===== config.mk =====
export PLATFORM = sky130hd
export DESIGN_NAME = bitslice_alu
export DESIGN_NICKNAME = d
export VERILOG_FILES = /design/src/rtl/alu_pkg.sv /design/src/rtl/alu_ctrl.sv /design/src/rtl/alu_slice.sv /design/src/rtl/alu_datapath.sv /design/src/rtl/bitslice_alu.sv
export SDC_FILE = /design/constraint.sdc
export NUM_CORES = 1
export LEC_CHECK = 0
export BUFFER_PORTS_ARGS = -buffer_cell sky130_fd_sc_hd__clkbuf_2
export CAP_MARGIN = 10
export CORE_AREA = 2 2 103 65
export DETAILED_ROUTE_END_ITERATION = 10
export DIE_AREA = 0 0 105 67
export PLACE_DENSITY_LB_ADDON = 0.12
export RECOVER_POWER = 25
export SETUP_SLACK_MARGIN = 0.3
export SLEW_MARGIN = 10
export SYNTH_ARGS = -nofsm -noshare
export SYNTH_HDL_FRONTEND = slang
export SYNTH_SLANG_ARGS = --single-unit

===== constraint.sdc =====
create_clock -name vclk -period 35
set_input_delay 3.5 -clock vclk [all_inputs]
set_output_delay 3.5 -clock vclk [all_outputs]
set_load 0.005 [all_outputs]

===== src/rtl/alu_pkg.sv =====
package alu_pkg;
  localparam int OP_W = 3;

  localparam logic [OP_W-1:0] OP_AND = 3'b000;
  localparam logic [OP_W-1:0] OP_OR  = 3'b001;
  localparam logic [OP_W-1:0] OP_ADD = 3'b010;
  localparam logic [OP_W-1:0] OP_SUB = 3'b110;
  localparam logic [OP_W-1:0] OP_SLT = 3'b111;

  // Slice output selector, encoded as the low two opcode bits.
  typedef enum logic [1:0] {
    PICK_AND  = 2'd0,
    PICK_OR   = 2'd1,
    PICK_SUM  = 2'd2,
    PICK_LESS = 2'd3
  } pick_t;

  // Strobes passed from decode to the datapath.
  typedef struct packed {
    logic  negB;     // invert opB and carry 1 into slice 0
    pick_t pick;     // per-slice output choice
    logic  arith;    // overflow may be reported
    logic  gateOff;  // unused code: force result to zero
  } aluStrobe_t;
endpackage


===== src/rtl/alu_ctrl.sv =====
module alu_ctrl
  import alu_pkg::*;
(
  input  logic [OP_W-1:0] opCode,
  output aluStrobe_t      strobe
);
  always_comb begin
    strobe.negB    = opCode[OP_W-1];
    strobe.pick    = pick_t'(opCode[1:0]);
    strobe.arith   = (opCode == OP_ADD) || (opCode == OP_SUB);
    strobe.gateOff = !((opCode == OP_AND) || (opCode == OP_OR) ||
                       (opCode == OP_ADD) || (opCode == OP_SUB) ||
                       (opCode == OP_SLT));
  end
endmodule


===== src/rtl/alu_slice.sv =====
module alu_slice
  import alu_pkg::*;
(
  input  logic  aIn,
  input  logic  bIn,
  input  logic  carryIn,
  input  logic  lessIn,
  input  logic  negB,
  input  pick_t pick,
  output logic  resBit,
  output logic  sumBit,
  output logic  carryOut
);
  logic bEff;

  always_comb begin
    bEff     = bIn ^ negB;
    sumBit   = aIn ^ bEff ^ carryIn;
    carryOut = (aIn & bEff) | (aIn & carryIn) | (bEff & carryIn);
    unique case (pick)
      PICK_AND: resBit = aIn & bEff;
      PICK_OR:  resBit = aIn | bEff;
      PICK_SUM: resBit = sumBit;
      default:  resBit = lessIn;
    endcase
  end
endmodule


===== src/rtl/alu_datapath.sv =====
module alu_datapath
  import alu_pkg::*;
#(
  parameter int WIDTH = 32
) (
  input  logic [WIDTH-1:0] opA,
  input  logic [WIDTH-1:0] opB,
  input  aluStrobe_t       strobe,
  output logic [WIDTH-1:0] result,
  output logic             zero,
  output logic             overflow,
  output logic             carryOut
);
  localparam int MSB = WIDTH - 1;

  logic [WIDTH:0]   carryVec;
  logic [WIDTH-1:0] sumVec;
  logic [WIDTH-1:0] rawRes;
  logic [WIDTH-1:0] lessVec;
  logic             ovfRaw;
  logic             setBit;

  assign carryVec[0] = strobe.negB;
  // Only slice 0 sees the comparison; the other slices get 0.
  assign lessVec     = {{(WIDTH-1){1'b0}}, setBit};

  for (genvar i = 0; i < WIDTH; i++) begin : g_slice
    alu_slice u_slice (
      .aIn     (opA[i]),
      .bIn     (opB[i]),
      .carryIn (carryVec[i]),
      .lessIn  (lessVec[i]),
      .negB    (strobe.negB),
      .pick    (strobe.pick),
      .resBit  (rawRes[i]),
      .sumBit  (sumVec[i]),
      .carryOut(carryVec[i+1])
    );
  end

  always_comb begin
    ovfRaw   = carryVec[WIDTH] ^ carryVec[MSB];
    setBit   = sumVec[MSB] ^ ovfRaw;
    result   = strobe.gateOff ? '0 : rawRes;
    zero     = ~|result;
    overflow = strobe.arith & ovfRaw;
    carryOut = carryVec[WIDTH];
  end
endmodule


===== src/rtl/bitslice_alu.sv =====
module bitslice_alu
  import alu_pkg::*;
#(
  parameter int WIDTH = 32
) (
  input  logic [WIDTH-1:0] opA,
  input  logic [WIDTH-1:0] opB,
  input  logic [OP_W-1:0]  opCode,
  output logic [WIDTH-1:0] result,
  output logic             zero,
  output logic             overflow,
  output logic             carryOut
);
  localparam int MSB = WIDTH - 1;

  aluStrobe_t strobe;

  alu_ctrl u_ctrl (
    .opCode(opCode),
    .strobe(strobe)
  );

  alu_datapath #(.WIDTH(WIDTH)) u_dp (
    .opA     (opA),
    .opB     (opB),
    .strobe  (strobe),
    .result  (result),
    .zero    (zero),
    .overflow(overflow),
    .carryOut(carryOut)
  );

  always_comb begin
    if (opCode == OP_SUB && opA == opB)
      p_eq_zero_r6: assert (zero) else $error("R6 equal subtract not zero");
    if (opCode == OP_SLT)
      p_slt_upper_r5: assert (result[MSB:1] == '0) else $error("R5 upper bits set");
    if (opCode != OP_ADD && opCode != OP_SUB)
      p_no_overflow_r9: assert (!overflow) else $error("R9 overflow on non-arith");
    if (opCode == OP_ADD && opA[MSB] != opB[MSB])
      p_mixed_add_r7: assert (!overflow) else $error("R7 mixed-sign add overflow");
    if (opCode == OP_SUB && opA[MSB] == opB[MSB])
      p_same_sub_r8: assert (!overflow) else $error("R8 same-sign subtract overflow");
    if (opCode == 3'b011 || opCode == 3'b100 || opCode == 3'b101)
      p_unused_r10: assert (result == '0 && zero) else $error("R10 unused code output");
  end
endmodule


# --- Word-level counts from Yosys, hierarchy flattened ---
# Index checks and enable logic that the tools add are counted.
# W data, S select, Z words.
classes:
  n_addsub: 0
  mul: 0
  div_mod_pow: 0
  n_lt_le_gt_ge: 0
  eq_ne: 6
  shift: 0
  n_mux: 33
  bitwise: 291
  reduce_logical: 9
ops:
  columns: ["cell", "count"]
  rows:
  - ["$xor A1 B1 Y1", 98]
  - ["$and A1 B1 Y1", 97]
  - ["$or A1 B1 Y1", 96]
  - ["$pmux W1 S3", 32]
  - ["$mux W32", 1]
  - ["$reduce_or A32 Y1", 1]
  - ["$eq A3 B3 Y1 const B", 2]
  - ["$logic_or A1 B1 Y1", 5]
  - ["$eq A3 B1 Y1 const B", 1]
  - ["$eq A3 B2 Y1 const B", 1]
  - ["$logic_not A3 Y1", 1]
  - ["$eq A2 B1 Y1 const B", 1]
  - ["$eq A2 B2 Y1 const B", 1]
  - ["$logic_not A2 Y1", 1]
  - ["$logic_not A1 Y1", 1]
word_totals:
  reg_bits: 0
  latchBits: 0
  ram_bits: 0
  mem_bits_ro: 0
  input_bits: 67
  out_inout_bits: 35
  elab_cells: 339
  n_memories: 0

# --- Logic depth before layout (Yosys ltp) ---
# Gate-level depths: netlist of the first run.
logic_depth:
  ltp_word: 103
  mapped_depth: 45
  depth_no_buf: 42

# --- Cells and area by module ---
# From an unflattened synthesis of the first run, not the netlist that was laid out.
hier_totals:
  hier_cells: 408
  hier_area_um2: 3545.9
by_module_without_submodules:
  columns: ["mod", "instances", "cells_each", "area_per_inst_um2", "seq_area_each_um2"]
  rows:
  - ["alu_slice", 32, 11, 98.8, 0.0]
  - ["alu_datapath", 1, 50, 340.3, 0.0]
  - ["alu_ctrl", 1, 6, 42.5, 0.0]

# --- Worst setup path before layout of the first run ---
# No wires, ideal clock.
synth_timing:
  path_kind: "input-to-output"
  from: "input port opCode[2]"
  to: "output port zero"
  arrival_time_ns: 16.383
  t_required_ns: 31.500
  slack_ns: 15.117
  cell_stages: 44
  n_path_buf: 3
  path_cell_list: "buf_2 > buf_2 > buf_2 > xor2_1 > inv_1 > fa_1 > inv_1 > fa_1 > fa_1 > fa_1 > fa_1 > fa_1 > fa_1 > fa_1 > fa_1 > fa_1 > fa_1 > fa_1 > (+8 left out) > fa_1 > fa_1 > fa_1 > fa_1 > fa_1 > fa_1 > fa_1 > fa_1 > fa_1 > fa_1 > fa_1 > fa_1 > inv_1 > fa_1 > o221ai_1 > nor2_1 > nand4b_1 > nor4_2"
synth_via:
  elab_cells_between_ends: 334
  cone_classes: "eq/ne (4); mux (33); bitwise (290); reduce/logical (7)"
synth_lines:
  columns: ["item", "line", "text"]
  rows:
  - ["start, declared", "bitslice_alu.sv:8", "input logic [OP_W-1:0] opCode,"]
  - ["$xor A1 B1 Y1", "alu_slice.sv:17", "bEff = bIn ^ negB;"]
  - ["$and A1 B1 Y1", "alu_slice.sv:19", "carryOut = (aIn & bEff) | (aIn & carryIn) | (bEff & carryIn);"]
  - ["$or A1 B1 Y1 (2 in a row)", "alu_slice.sv:19", null]
  - ["$and A1 B1 Y1", "alu_slice.sv:19", null]
  - ["$or A1 B1 Y1 (2 in a row)", "alu_slice.sv:19", null]
  - ["$and A1 B1 Y1", "alu_slice.sv:19", null]
  - ["$or A1 B1 Y1 (2 in a row)", "alu_slice.sv:19", null]
  - ["$and A1 B1 Y1", "alu_slice.sv:19", null]
  - ["(+80 left out)", null, null]
  - ["$and A1 B1 Y1", "alu_slice.sv:19", null]
  - ["$or A1 B1 Y1 (2 in a row)", "alu_slice.sv:19", null]
  - ["$xor A1 B1 Y1", "alu_slice.sv:18", "sumBit = aIn ^ bEff ^ carryIn;"]
  - ["$pmux W1 S3", "alu_slice.sv:20", "unique case (pick)"]
  - ["$mux W32 *", "alu_datapath.sv:44", "result = strobe.gateOff ? '0 : rawRes;"]
  - ["named net result[31]", "bitslice_alu.sv:9", "output logic [WIDTH-1:0] result,"]
  - ["$reduce_or A32 Y1 *", "alu_datapath.sv:45", "zero = ~|result;"]
  - ["$logic_not A1 Y1 *", "alu_datapath.sv:45", null]
  - ["end, declared", "bitslice_alu.sv:10", "output logic zero,"]
# Mark *: on every way through the listed nets, which the timed path passes. The rest lies on a longest branch.

# --- Worst setup path in the final report of the first run ---
layout_timing:
  from: "input port opCode[2]"
  to: "output port zero"
layout_via:
  elab_chain_cells: 103
  elab_cells_between_ends: 334
  cone_classes: "eq/ne (4); mux (33); bitwise (290); reduce/logical (7)"
layout_lines:
  columns: ["item", "line", "text"]
  rows:
  - ["$xor A1 B1 Y1", "alu_slice.sv:17", null]
  - ["$and A1 B1 Y1", "alu_slice.sv:19, alu_slice.sv:21", null]
  - ["$or A1 B1 Y1 (2 in a row)", "alu_slice.sv:19", null]
  - ["$and A1 B1 Y1", "alu_slice.sv:19", null]
  - ["$or A1 B1 Y1 (2 in a row)", "alu_slice.sv:19", null]
  - ["$and A1 B1 Y1", "alu_slice.sv:19", null]
  - ["$or A1 B1 Y1 (2 in a row)", "alu_slice.sv:19", null]
  - ["$and A1 B1 Y1", "alu_slice.sv:19", null]
  - ["(+83 left out)", null, null]
  - ["$and A1 B1 Y1", "alu_slice.sv:19", null]
  - ["$or A1 B1 Y1 (2 in a row)", "alu_slice.sv:19", null]
  - ["$xor A1 B1 Y1", "alu_datapath.sv:42", "ovfRaw = carryVec[WIDTH] ^ carryVec[MSB];"]
  - ["$xor A1 B1 Y1", "alu_datapath.sv:43", "setBit = sumVec[MSB] ^ ovfRaw;"]
  - ["$pmux W1 S3", "alu_slice.sv:20", null]
  - ["$mux W32 *", "alu_datapath.sv:44", null]
  - ["$reduce_or A32 Y1 *", "alu_datapath.sv:45", null]
  - ["$logic_not A1 Y1 *", "alu_datapath.sv:45", null]
# Every way passes the cells marked *; elsewhere a longest branch is shown, timed or not.

==> metrics.md, run 1 <==
| Metric | Value |
|---|---|
| Status | finished with violations |
| Failing checks | max-capacitance violations, max-slew violations |
| RSZ-0062 raised after global routing | false |
| I/O Pins | approximately 100 |
| Hold buffer count at cts | 0 |
| Yosys cell types | 32 |
| Half-perimeter wire length after placement | 5.670 mm |
| Initial antenna violation count | 0 |
| CP arrival | around 18000 ps |
| Fmax | between 0.04 and 0.05 GHz |
| Setup TNS | 0 ps |
| Filler cells | 584 |
| Worst path required time | 31500 ps |
| Total congestion overflow | 0 |
| Synth warn | 0 |
| Router iterations before antenna repair | 4 |
| Part of the cycle the worst path needs | 62.64% |
| Worst path top cell family by delay | adder cells |
| Synthesized cell area | between 2000 and 3000 µm² |
| Initial Util | about half |
| Cell at the slowest stage of the critical path | clkbuf_1 |
| Via count | around 2.5k |
| Die area | between 7000 and 8000 µm² |
| CP bufs+invs | 6 |
| Setup-failing EPs final | 0 |
| WP depth | 39 |
| Fin Hold WS | 7482 ps |
| Register Area | 0 µm² |
| Syn Area/Cell | approximately 9 µm² |
| Post-synth top area cell | ha_1 |
| First-pass GRT wire length | around 12 mm |
| DR DRC count | 0 |
| Global-route usage over all layers | a little over a fifth |
| Final Max Tran Viols | 45 |
| CP Launch Point | opCode[2] |
| Share of cells above drive strength 1 | 31.23% |
| Max incr delay on CP | ~1600 ps |
| DRT iter0 DRCs | between 100 and 150 |
| Antenna viol nets, final | 0 |
| Synth Net Count | around 490 |
| Width of the die | 105 µm |
| Startpoint types | input port |
| Sequential element share of the synthesized area | 0% |
| Port Buffers | 102 |
| Chip Height | approximately 67 µm |
| P&R area growth vs syn | 16.67% |
| Final net count | slightly below 600 |
| Max VDD drop | ~0.0084 mV |
| Gpl congestion | between 0.8 and 0.9 |
| Post-cts resize count | 0 |
| Crit path kind | input port to primary output |
| Hold WC Path Type | input port to primary output |
| Worst Setup EP | zero |
| Worst path most repeated cell | fa_1 |
| Vias per cell | ~5 |
| Worst slew pin tran | between 2000 and 2500 ps |
| Hold Path Depth | 3 |
| Slew Limit Headroom | -45.79% |
| N_diodes | 0 |
| Post-Route WL | between 7 and 8 mm |
| Post-Syn Instances | 330 |
| Crit Path Max Fanout | 44 |
| Drt wl/cell | approximately 14 µm |
| Largest net degree at the start of global routing | 45 |
| Yosys top cell area share | a little over a quarter |
| Tmin final | 21920 ps |
| Core area | 6001 µm² |
| Leakage | 0.001998 µW |
| Row count | 22 |
| Critical Path End Type | primary output |
| Main area contributors after synthesis | ha_1 27%, fa_1 22%, inv_1 11% |
| Max Cap Viol | 1 |
| Total power | 53.18 µW |
| Pwr/cell area | ~15 nW/µm² |
| Setup repair bufs after CTS | 0 |
| Vias in the first global route | 2427 |
| Final hold violations | 0 |
| Clkbuf count | 0 |
| Seq_cells | 0 |
-- cells in the mapped netlist (4+ instances only) --
cell and count:
or4b_2 26, xor2_1 33, nor2_1 7, nor4_1 6
o221ai_1 25, inv_1 90, clkbuf_1 5, buf_2 10
fa_1 32, nor3b_1 4, a211o_1 5, ha_1 64
buf_6 4
-- tightest hold or removal path, cell delays in order --
cell and delay (ps):
clkbuf_2 140, fa_1 220, clkbuf_2 120
-- layout make-up --
class              count  area [µm²]  area share, %
repair buffers       103       511.7          14.83
inverters             90       337.8          9.790
well taps             84       105.1          3.046
multi-input cells    220        2496          72.33
-- where the power goes --
part,total [µW],internal [µW],switching (µW)
combinational,53.2,22.8,30.4
sequential,0,0,0
clock,0,0,0
-- stage by stage --
| stage | utilization (%) | area, µm² | cells | setup slack, ps |
|---|---|---|---|---|
| global placement | 57.65 | 3460 | 497 | 14770 |
| global route | 57.51 | 3451 | 497 | 12280 |
| floorplan | - | 2958 | 330 | 15120 |
| finish | 57.51 | 3451 | 497 | 13080 |
| CTS | 57.65 | 3460 | 497 | 14410 |
| detailed placement | 57.65 | 3460 | 497 | 14470 |
-- cells by family (layout without fill, tap and decap cells) --
logic type,after synthesis,in the layout,share of synthesized area [%]
simple gates,55,55,15.53
compound gates,34,34,9.814
fa+ha+maj,96,96,48.73
buf+inv,110,193,15.52
xor+xnor,34,34,10.07
mux,1,1,0.3384
-- metal layers --
| layer | vias to the layer above | wire length (µm) | GRT usage (%) | part of all wire, % |
|---|---|---|---|---|
| met3 | 0 | 304 | 1.076 | 4.3 |
| met2 | 71 | 3067 | 34.01 | 43 |
| met5 | - | 0 | 0 | 0 |
| met4 | 0 | 0 | 1.333 | 0 |
| li1 | 1227 | - | - | - |
| met1 | 1183 | 3777 | 31.76 | 53 |
-- cell usage in the layout, fill, tap and decap left out, types with 3 or more instances in the layout --
| cell type | instances |
|---|---|
| inv_1 | 90 |
| clkbuf_2 | 100 |
| xor2_1 | 33 |
| fa_1 | 32 |
| nor4_1 | 6 |
| or4b_2 | 26 |
| clkbuf_1 | 3 |
| nor3b_1 | 4 |
| a211o_1 | 5 |
| o221ai_1 | 25 |
| ha_1 | 64 |
| nor2_1 | 7 |
-- worst min path at each step --
stage | startpoint | to | slack [ps]
floorplan | opA[31] | carryOut | 7190
global placement | opA[31] | carryOut | 7500
detailed placement | opA[31] | carryOut | 7500
CTS | opA[31] | carryOut | 7500
global route | opA[31] | carryOut | 7540
finish | opA[31] | carryOut | 7480
(Power assumes the default switching activity.)
==> run 2: changes to the inputs <==
==> constraint.sdc (replaced) <==
create_clock -name vclk -period 21.9
set_input_delay 2.19 -clock vclk [all_inputs]
set_output_delay 2.19 -clock vclk [all_outputs]
set_load 0.005 [all_outputs]
==> run 2 against run 1 <==
  * The run still ends with max-capacitance violations, max-slew violations left
  * Non-clock buffer count did not move
  * Sequential share of layout area did not move
  * Sequential cell count did not move
  * Critical path depth did not move
  * Via count rose by 0.64%
  * Total power rose by 61%
  * Highest routed layer is now met4
  * Critical path type unchanged
==> metrics.md, run 2 (same netlist as run 1, synthesis figures left out) <==
| Metric | Value |
|---|---|
| Status | finished with violations |
| Failing checks | max-capacitance violations, max-slew violations |
| Global-route usage over all layers | 21.52% (+0.65 points) |
| Cell at the slowest stage of the critical path | clkbuf_1 |
| Slew Limit Headroom | -50.59% (-4.8 points) |
| Row count | 22 (unchanged) |
| Fmax | around 0.052 GHz |
| Setup TNS | 0 ps (unchanged) |
| P&R area growth vs syn | 16.67% (unchanged) |
| Largest net degree at the start of global routing | 45 (unchanged) |
| Setup repair bufs after CTS | 0 (unchanged) |
| N_diodes | 0 (unchanged) |
| RSZ-0062 raised after global routing | false |
| Total power | 85.38 µW (+61%) |
| Worst path required time | 19710 ps (-11790 ps) |
| Final Core Density | 57.51% (unchanged) |
| Initial Util | 49.29% (unchanged) |
| Hold WC Path Type | input port to primary output |
| Critical Path End Type | primary output |
| Vias per cell | 5.024 (+0.64%) |
| Total congestion overflow | 0 (unchanged) |
| Leakage | 0.001998 µW (unchanged) |
| Seq_cells | 0 (unchanged) |
| Share of cells above drive strength 1 | 31.23% (unchanged) |
| Setup-failing EPs final | 0 (unchanged) |
| I/O Pins | 102 (unchanged) |
| Worst path most repeated cell | fa_1 |
| Width of the die | 105 µm (unchanged) |
| Via count | 2497 (+0.64%) |
| Port Buffers | 102 (unchanged) |
| Register Area | 0 µm² (unchanged) |
| Half-perimeter wire length after placement | 5.710 mm (+0.70%) |
| Router iterations before antenna repair | 4 (unchanged) |
| Worst slew pin tran | 2259 ps (+71.97 ps) |
| Gpl congestion | 0.8274 (+0.17%) |
| First-pass GRT wire length | 12.32 mm (+2.8%) |
| CP bufs+invs | 6 (unchanged) |
| Initial antenna violation count | 0 (unchanged) |
| Crit path kind | input port to primary output |
| Chip Height | 67 µm (unchanged) |
| Max incr delay on CP | 1680 ps (+50 ps) |
| Final net count | 578 (unchanged) |
| Crit Path Max Fanout | 44 (unchanged) |
| Post-Route WL | 7.310 mm (+2.3%) |
| CP arrival | 17160 ps (-1260 ps) |
| Core area | 6001 µm² (unchanged) |
| Max Cap Viol | 1 (unchanged) |
| Die area | 7035 µm² (unchanged) |
| Post-cts resize count | 0 (unchanged) |
| Tmin final | between 15000 and 20000 ps |
| Vias in the first global route | 2430 (+0.12%) |
| Worst path top cell family by delay | adder cells |
| Clkbuf count | 0 (unchanged) |
| Max VDD drop | 0.01205 mV (+43%) |
| Drt wl/cell | 14.71 µm (+2.3%) |
| Placed cell area | 3460 µm² (unchanged) |
| Final Max Tran Viols | 45 (unchanged) |
| Cell area after layout | 3451 µm² (unchanged) |
| DRT iter0 DRCs | 86 (-17%) |
| Part of the cycle the worst path needs | roughly 90% |
| Hold buffer count at cts | 0 (unchanged) |
| DR DRC count | 0 (unchanged) |
| Startpoint types | input port |
| Filler cells | 581 (-0.51%) |
| Final hold violations | 0 (unchanged) |
| Antenna viol nets, final | 0 (unchanged) |
| Commonest non-fill, non-tap cell in the layout | clkbuf_2 |
| Most frequent cells in the layout | 100 x clkbuf_2, 90 x inv_1, 64 x ha_1 |
| Pwr/cell area | 24.74 nW/µm² (+61%) |
-- run 2: cell counts in the layout (fill, tap and decap cells not counted) --
No cell type changed its count.
-- run 2: worst paths after layout --
| kind | startpoint | endpoint | slack, ps | depth (start not counted) |
|---|---|---|---|---|
| worst min-delay path | opA[31] | carryOut | 4860 | 3 |
| worst max-delay path | opCode[2] | zero | 2550 | 39 |
-- run 2: layer usage --
layer	part of all wire, %	GRT usage [%]	vias up
met1	51	32.57	1178
met3	6.3	1.370	6
met2	42	34.66	88
met5	0	0	-
li1	-	-	1225
met4	0.81	2.167	0
-- run 2: area by class of cell --
class	instances	area, µm²	share of cell area (%)
inverters	90	337.8	9.790
well taps	84	105.1	3.046
repair buffers	103	511.7	14.83
multi-input cells	220	2496	72.33
-- run 2: power by group --
part | switching, µW | internal (µW)
Combinational | 49.0 | 36.3
Clock | 0 | 0
Sequential | 0 | 0
Total | 49.0 | 36.3
-- run 2: metrics by stage --
step / worst slack [ps] / cells / hold WS, ps
2_1_floorplan: 4637 / 330 / 4573
3_3_place_gp: 4301 / 497 / 4881
3_5_place_dp: 4014 / 497 / 4876
4_1_cts: 3957 / 497 / 4877
5_1_grt: 1773 / 497 / 4940
6_report: 2552 / 497 / 4862
